**config.mk**
```make
export PLATFORM = sky130hd
export DESIGN_NAME = ld_format_unit
export DESIGN_NICKNAME = d
export VERILOG_FILES = /design/src/rtl/ldfmt_pkg.sv /design/src/rtl/ldfmt_ctrl.sv /design/src/rtl/ldfmt_dpath.sv /design/src/rtl/ld_format_unit.sv
export SDC_FILE = /design/constraint.sdc
export NUM_CORES = 1
export LEC_CHECK = 0
export ABC_AREA = 1
export ABC_CLOCK_PERIOD_IN_PS = 2950
export BUFFER_PORTS_ARGS = -buffer_cell sky130_fd_sc_hd__buf_2
export CORE_MARGIN = 2
export CORE_UTILIZATION = 53
export CTS_CLUSTER_DIAMETER = 80
export CTS_CLUSTER_SIZE = 40
export DETAILED_ROUTE_END_ITERATION = 12
export GPL_TIMING_DRIVEN = 1
export PLACE_DENSITY = 0.88
export SYNTH_ARGS = -nofsm -noshare
export SYNTH_HDL_FRONTEND = slang
export SYNTH_SLANG_ARGS = --single-unit
export TNS_END_PERCENT = 100
```
**constraint.sdc**
```tcl
create_clock -name clk -period 2.95 [get_ports clk]
set_input_delay 0.59 -clock clk [delete_from_list [all_inputs] [get_ports clk]]
set_output_delay 0.59 -clock clk [all_outputs]
set_load 0.005 [all_outputs]
```
**src/rtl/ldfmt_pkg.sv**
```systemverilog
package ldfmt_pkg;
  typedef enum logic [1:0] {
    SZ_BYTE = 2'd0,
    SZ_HALF = 2'd1,
    SZ_WORD = 2'd2,
    SZ_WIDE = 2'd3
  } size_e;

  // Strobes and format selects from control to datapath
  typedef struct packed {
    logic  s1Load;     // capture effective address
    logic  s2Load;     // capture formatted result
    logic  useIndex;   // offset from index register
    size_e fmtSize;
    logic  fmtSigned;
    logic  fmtRev;
  } ctl_t;
endpackage

```
**src/rtl/ldfmt_ctrl.sv**
```systemverilog
module ldfmt_ctrl
  import ldfmt_pkg::*;
#(
  parameter int REG_AW = 5
) (
  input  logic              clk,
  input  logic              rst_n,
  input  logic              reqValid,
  input  logic [1:0]        opSize,
  input  logic              opSigned,
  input  logic              opReverse,
  input  logic              opIndexed,
  input  logic              opUpdate,
  input  logic [REG_AW-1:0] baseIdx,
  input  logic [REG_AW-1:0] dstIdx,
  output ctl_t              ctl,
  output logic              resValid,
  output logic              wbValid,
  output logic [REG_AW-1:0] wbIdx,
  output logic [REG_AW-1:0] dstOut,
  output logic              badUpdate
);
  logic              v1, upd1, bad1, sgn1, rev1;
  size_e             size1;
  logic [REG_AW-1:0] base1, dst1;
  logic              reqBad;

  assign reqBad = opUpdate && ((baseIdx == '0) || (baseIdx == dstIdx));

  always_ff @(posedge clk) begin
    if (!rst_n) begin
      v1 <= 1'b0;
    end else begin
      v1 <= reqValid;
    end
    if (reqValid) begin
      size1 <= size_e'(opSize);
      sgn1  <= opSigned;
      rev1  <= opReverse;
      upd1  <= opUpdate;
      bad1  <= reqBad;
      base1 <= baseIdx;
      dst1  <= dstIdx;
    end
  end

  always_comb begin
    ctl.s1Load    = reqValid;
    ctl.useIndex  = opIndexed;
    ctl.s2Load    = v1;
    ctl.fmtSize   = size1;
    ctl.fmtSigned = sgn1;
    ctl.fmtRev    = rev1;
  end

  always_ff @(posedge clk) begin
    if (!rst_n) begin
      resValid  <= 1'b0;
      wbValid   <= 1'b0;
      badUpdate <= 1'b0;
    end else begin
      resValid  <= v1;
      wbValid   <= v1 && upd1 && !bad1;
      badUpdate <= v1 && bad1;
    end
    if (v1) begin
      wbIdx  <= base1;
      dstOut <= dst1;
    end
  end

  // Fixed two-cycle latency for every form
  assert_fixed_latency_R9: assert property (@(posedge clk) disable iff (!rst_n)
    reqValid |=> ##1 resValid);
  // Rejected update never writes back
  assert_no_bad_wb_R8: assert property (@(posedge clk) disable iff (!rst_n)
    badUpdate |-> !wbValid);
  // Write-back only accompanies a result
  assert_wb_with_result_R7: assert property (@(posedge clk) disable iff (!rst_n)
    wbValid |-> resValid);
endmodule

```
**src/rtl/ldfmt_dpath.sv**
```systemverilog
module ldfmt_dpath
  import ldfmt_pkg::*;
#(
  parameter int DATA_W = 32,
  parameter int DISP_W = 16
) (
  input  logic              clk,
  input  logic              rst_n,
  input  ctl_t              ctl,
  input  logic [DATA_W-1:0] baseVal,
  input  logic [DATA_W-1:0] indexVal,
  input  logic [DISP_W-1:0] disp,
  input  logic [DATA_W-1:0] memData,
  output logic [DATA_W-1:0] memAddr,
  output logic [DATA_W-1:0] resData,
  output logic [DATA_W-1:0] wbData
);
  localparam int BYTES = DATA_W / 8;
  localparam int HALF  = DATA_W / 2;

  logic [DATA_W-1:0] offset;
  logic [7:0]        laneBe [BYTES];
  logic [DATA_W-1:0] revWord;
  logic [15:0]       halfRaw, halfOrd;
  logic [DATA_W-1:0] fmtData;

  assign offset = ctl.useIndex ? indexVal
                               : {{(DATA_W-DISP_W){disp[DISP_W-1]}}, disp};

  always_ff @(posedge clk) begin
    if (!rst_n) memAddr <= '0;
    else if (ctl.s1Load) memAddr <= baseVal + offset;
  end

  // Big-endian byte lanes: lane 0 is the most significant byte
  for (genvar k = 0; k < BYTES; k++) begin : g_lane
    assign laneBe[k] = memData[DATA_W-1-8*k -: 8];
    assign revWord[8*k +: 8] = laneBe[k];
  end

  assign halfRaw = memAddr[1] ? memData[15:0] : memData[DATA_W-1 -: 16];
  assign halfOrd = ctl.fmtRev ? {halfRaw[7:0], halfRaw[15:8]} : halfRaw;

  always_comb begin
    unique case (ctl.fmtSize)
      SZ_BYTE: fmtData = {{(DATA_W-8){1'b0}}, laneBe[memAddr[1:0]]};
      SZ_HALF: fmtData = {{(HALF){ctl.fmtSigned & halfOrd[15]}}, halfOrd};
      default: fmtData = ctl.fmtRev ? revWord : memData;
    endcase
  end

  always_ff @(posedge clk) begin
    if (!rst_n) begin
      resData <= '0;
      wbData  <= '0;
    end else if (ctl.s2Load) begin
      resData <= fmtData;
      wbData  <= memAddr;
    end
  end

  assert_byte_zext_R3: assert property (@(posedge clk) disable iff (!rst_n)
    (ctl.s2Load && ctl.fmtSize == SZ_BYTE) |=> resData[DATA_W-1:8] == '0);
  assert_half_sext_R4: assert property (@(posedge clk) disable iff (!rst_n)
    (ctl.s2Load && ctl.fmtSize == SZ_HALF && ctl.fmtSigned)
      |=> resData[DATA_W-1:16] == {(HALF){resData[15]}});
  assert_half_zext_R4: assert property (@(posedge clk) disable iff (!rst_n)
    (ctl.s2Load && ctl.fmtSize == SZ_HALF && !ctl.fmtSigned)
      |=> resData[DATA_W-1:16] == '0);
endmodule

```
**src/rtl/ld_format_unit.sv**
```systemverilog
module ld_format_unit
  import ldfmt_pkg::*;
#(
  parameter int DATA_W = 32,
  parameter int DISP_W = 16,
  parameter int REG_AW = 5
) (
  input  logic              clk,
  input  logic              rst_n,
  input  logic              reqValid,
  input  logic [1:0]        opSize,
  input  logic              opSigned,
  input  logic              opReverse,
  input  logic              opIndexed,
  input  logic              opUpdate,
  input  logic [REG_AW-1:0] baseIdx,
  input  logic [REG_AW-1:0] dstIdx,
  input  logic [DATA_W-1:0] baseVal,
  input  logic [DATA_W-1:0] indexVal,
  input  logic [DISP_W-1:0] disp,
  output logic [DATA_W-1:0] memAddr,
  input  logic [DATA_W-1:0] memData,
  output logic              resValid,
  output logic [DATA_W-1:0] resData,
  output logic [REG_AW-1:0] dstOut,
  output logic              wbValid,
  output logic [REG_AW-1:0] wbIdx,
  output logic [DATA_W-1:0] wbData,
  output logic              badUpdate
);
  ctl_t ctl;

  ldfmt_ctrl #(.REG_AW(REG_AW)) u_ctrl (
    .clk(clk), .rst_n(rst_n), .reqValid(reqValid), .opSize(opSize),
    .opSigned(opSigned), .opReverse(opReverse), .opIndexed(opIndexed),
    .opUpdate(opUpdate), .baseIdx(baseIdx), .dstIdx(dstIdx), .ctl(ctl),
    .resValid(resValid), .wbValid(wbValid), .wbIdx(wbIdx),
    .dstOut(dstOut), .badUpdate(badUpdate)
  );

  ldfmt_dpath #(.DATA_W(DATA_W), .DISP_W(DISP_W)) u_dpath (
    .clk(clk), .rst_n(rst_n), .ctl(ctl), .baseVal(baseVal),
    .indexVal(indexVal), .disp(disp), .memData(memData),
    .memAddr(memAddr), .resData(resData), .wbData(wbData)
  );
endmodule

```
Word-level counts from Yosys, hierarchy flattened --
Cells that the tools add are included.
Storage, ports and cells: bits in registers 126, word-level logic and storage cells 38
Cells by class: add/subtract/negate cells 1, order comparisons 1, equal/unequal tests 2, muxes and demuxes 8, bitwise operators 2, reductions and logical operators 8
Operator list (count):
- 2-to-1 mux 32 bit | 2
- case mux 32 bit (2 select lines) | 1
- adder 32 bit | 1
- 2-to-1 mux 16 bit | 2
- binary-select mux 8 bit (select 2 bit) | 1
- 2-to-1 mux 8 bit | 2
- equality test 5 bit | 1
- zero test 5 bit | 1
- logical AND 1 bit | 4
- greater-or-equal comparator 3 bit (second input constant) | 1
- inverter 2 -> 3 bit | 1
- equality test 2 x 1 -> 1 bit (second input constant) | 1
- zero test 2 bit | 1
- bitwise AND 1 bit | 1
- zero test 1 bit | 1
- logical OR 1 bit | 1

Logic depth before layout (Yosys ltp) --
word-level depth 5, gate-level depth with buffers 18, mapped depth without buffers 16

Cells and area by module --
A second synthesis with hierarchy kept.
Second synthesis, totals: cell total of the unflattened synthesis 1256, area total of the unflattened synthesis 8189.1 um2
Modules (own cells, without submodules):
- ldfmt_dpath | instances 1, cells each 1185, area an instance 7143.1 um2, sequential area each 1921.8 um2
- ldfmt_ctrl | instances 1, cells each 71, area an instance 1046.0 um2, sequential area each 860.8 um2

Least setup slack after synthesis --
No wires, ideal clock.
path kind input -> register, from input port opIndexed, to register u_dpath.memAddr[16], setup time 115 ps, arrival 2453 ps, required time 2835 ps, slack 381 ps, stages on the path 17, buffers on the path 2, path through buf_2 inv_2 clkbuf_1 nand2_1 nand2_1 ha_1 fa_1 nand3_1 nand3_1 nand2_1 nand2_1 nand2_1 nand2_1 nand2_1 nand2_1 o21ai_0 inv_1
On the way: word-level cells in the longest chain between the ends 2
RTL lines:
- start, declared | line ld_format_unit.sv:14 | input logic opIndexed,
- 2-to-1 mux 32 bit | line ldfmt_dpath.sv:27 | assign offset = ctl.useIndex ? indexVal
- adder 32 bit | line ldfmt_dpath.sv:32 | else if (ctl.s1Load) memAddr <= baseVal + offset;
- end signal, assigned | line ldfmt_dpath.sv:32
- end, declared | line ldfmt_dpath.sv:14 | output logic [DATA_W-1:0] memAddr,
Every way passes these cells. A chain may end at the register's enable or synchronous reset.

Worst setup path in the final report --
from input port opIndexed, to register u_dpath.memAddr[25]
The elaborated chain is that of the path after synthesis.

==> impl_results.md <==
* GPL Wtd Cong at 0.970
* Cts repair resizes at 0
* Grt ovf at 0
* HP Start: opSigned
* Worst-margin pin slew at 0.881 ns
* Hold endpoint: u_ctrl.sgn1
* Max cap viols at 0
* Clock power frac at 39.8%
* RSZ-0062 raised after global routing: no
* IO Port Bufs at 239
* Cells after Synth at 1222
* Final Util at 67.5%
* P&R area growth vs syn at 23.5%
* Post-synthesis net count at 1385
* Combinational Power Share at 23.1%
* H-tree levels at 4
* DRT iter0 DRCs at 715
* Post-synthesis xor/xnor area fraction at 2.19%
* Final wirelength at 22.5 mm
* Simple-gate share of the synthesized area at 26.9%
* Antenna fix cells at 0
* CP delay by family, top: simple AND/OR/NAND/NOR gates
* CTS Hold Bufs at 0
* Residual DRC at 0
* Period minus WS final at 2.35 ns
* Synth Area in Compound Gates at 18.7%
* Worst path arrival time at 2.65 ns
* Vias post-DR at 8524
* R2r worst-path depth at 4
* Adder-cell share of the synthesized area at 5.10%
* Yosys synthesis warning count at 0
* Post-synth cell types at 36
* CTS sink cnt at 126
* Crit path max fanout at 17
* FFs w/ async S/R, synth at 0%
* Syn Area/Cell at 6.55 um2
* Overall routing resource usage at 28.3%
* Layout cell share with drive strength beyond 1 at 20.6%
* Initial Utilization at 54.6%
* Hold path depth at 1
* Crit-path slowest cell: ha_1
* Post-DP HPWL at 17.2 mm
* Int Power at 0.00372 W
* Seq cells post-synth at 126
* Period utilization at 79.8%
* Initial antenna violation count at 1
* PwrDens at 546 mW/mm2
* Top-count cell post-synth: nand2_1
* Critical Path Start Type: primary input
* Setup Viol. Count Final at 0
* Post-synth top flop: dfxtp_1
* Yosys top cell by area: dfxtp_1
* CTS tree: built
* Outcome: complete, no violations
* Num CTS Buffers at 17
* Worst-path cell chain: buf_2, inv_2, nand2_2, nand2_1, ha_1, nand2_1, nor2_1, nand2_1, nor2_1, nand2_1, nand4_1, nand3_1, nand2_1, inv_1
* Max Clock Skew at 0.00761 ns
* Worst-Skew Late Latency at 0.41 ns
* Drt pass-1 iters at 5
* WL/cell at 13.8 um
* Leakage at 5.45 nW
* Die width at 127 um
* R2R setup slack at 1.00 ns
* First-pass GRT wire length at 37.1 mm
* Switching Share at 31.1%
* Post-CTS Setup Bufs at 0
* IO Pins at 240
* CP Capture Type: flip-flop
* Core area at 0.0146 mm2
* Reg power frac at 37.1%
* Max Fclk at 0.425 GHz
* Largest net degree at the start of global routing at 73
* Clk buf depth at 2
* Row count at 44
* Main combinational cell family by area after synthesis: simple AND/OR/NAND/NOR gates
* CP bufs+invs at 3
* Register area share after synthesis at 34.8%
* Layout Nets at 1598
* Net Sw Power at 0.00168 W
* Die height at 127 um
* Max-slew violations at 0
* Dominant cells by area after synthesis: dfxtp_1 25%, nand2_1 18%, edfxtp_1 9.8%, inv_1 9.1%, o211ai_1 5.9%
* Die Area at 0.0161 mm2
* CP Data Required Time at 3.25 ns
* Worst Hold Class: primary input to flip-flop
* Number of synthesized flops with an enable pin at 26
* Synth Cell Area at 0.00800 mm2
* # fillers at 1305
* CP dominant cell by count: nand2_1
* Reg-to-Reg Start: u_dpath.memAddr[1]
* Slew Limit Headroom at 41.2%
* Synth top area share at 25.0%
* Worst r2r dst: u_dpath.resData[18]
* Via density at 5.22
* VDD IR max at 0.348 mV
* Multiplexer share of the synthesized area at 0%
* Vias in the first global route at 7827
* Max incr delay on CP at 0.41 ns
* Post-route ant nets at 0
* Most instantiated cells after synthesis: 384 x nand2_1, 194 x inv_1, 100 x dfxtp_1
* Root Driver: clkbuf_16
* Clk slew on worst S/H paths at 0.06 ns
* Final Hold Fails at 0
* Post-Route Setup TNS at 0 ns
* Setup Crit Path Kind: primary input to flip-flop
-- logic make-up after synthesis --
family / Yosys count
adder cells (fa/ha/maj): 32
flip-flops: 126
AO/OA/AOI/OAI: 252
XOR/XNOR: 20
buffers and inverters: 254
AND/OR/NAND/NOR: 538
-- per-stage QoR --
stage / cell area [um2] / hold slack, ns / setup WS [ns] / std cells / power, W
after global placement: 9270 / 0.401 / 0.187 / 1600 / 0.00324
after CTS: 9880 / 0.346 / 0.588 / 1632 / 0.00542
after detailed placement: 9270 / 0.405 / 0.160 / 1600 / 0.00326
after global routing: 9880 / 0.349 / 0.307 / 1632 / 0.00570
final: 9880 / 0.367 / 0.597 / 1632 / 0.00539
after floorplan: 8000 / 0.400 / 0.381 / 1222 / 0.00282
-- metal layers --
layer  track usage, %  routed length, um  vias up
li1                 -                  -     4360
met1             35.8               9500     3734
met2             47.2              10500      371
met3             5.10               1600       57
met4             12.5                851        2
met5                0                 12        -
-- layout make-up --
cell class	count	area, um2	share of cell area (%)
multi-input combinational	842	4230	42.8
sequential	126	2790	28.2
timing repair buffer	250	1280	12.9
inverter	198	743	7.52
clock buffer	17	425	4.31
tap	184	230	2.33
clock inverter	15	184	1.86
-- registers in the layout, summed over array words and instances (netlist names), 2 cells and up --
name / count
u_ctrl.dstOut: 5
u_ctrl.wbIdx: 5
u_dpath.resData: 32
u_ctrl.size1: 2
u_dpath.wbData: 32
u_ctrl.base1: 5
u_ctrl.dst1: 5
u_dpath.memAddr: 32
-- cells in the final DEF (no fill, tap or decap), types with 2 or more instances in the layout --
cell and count:
inv_1 194, nor2_1 88, o211ai_1 63, nand2_1 384, o21bai_1 3, a21oi_1 66, buf_4 11, o21ai_0 88
nand3_1 40, buf_2 239, edfxtp_1 26, nand2_2 4, xor2_1 16, a31oi_2 4, inv_6 5, clkinv_4 2
bufinv_16 3, dfxtp_1 99, clkinv_2 2, o21ai_2 2, clkbuf_16 17, nand4_1 12, a31oi_1 20, ha_1 31
o21ai_1 4, xnor2_1 4, clkinv_1 3, nor3_1 3, clkinvlp_4 3
-- power by group through the flow --
| stage | Clock, W | Combinational (W) | Sequential (W) |
|---|---|---|---|
| finish | 0.00215 | 0.00125 | 0.00200 |
| global route | 0.00226 | 0.00142 | 0.00201 |
| CTS | 0.00218 | 0.00124 | 0.00200 |
| detailed placement | 0 | 0.00123 | 0.00203 |
| global placement | 0 | 0.00121 | 0.00203 |
| floorplan | 0 | 0.000811 | 0.00201 |
-- worst max path at each step --
| stage | startpoint | to | cells after the start |
|---|---|---|---|
| 6_report | opIndexed | u_dpath.memAddr[25] | 14 |
| 5_1_grt | opIndexed | u_dpath.memAddr[27] | 14 |
| 4_1_cts | opIndexed | u_dpath.memAddr[25] | 14 |
| 3_5_place_dp | opIndexed | u_dpath.memAddr[25] | 14 |
| 3_3_place_gp | opIndexed | u_dpath.memAddr[25] | 14 |
| 2_1_floorplan | opIndexed | u_dpath.memAddr[16] | 17 |
Power figures use the tool's default switching activity.
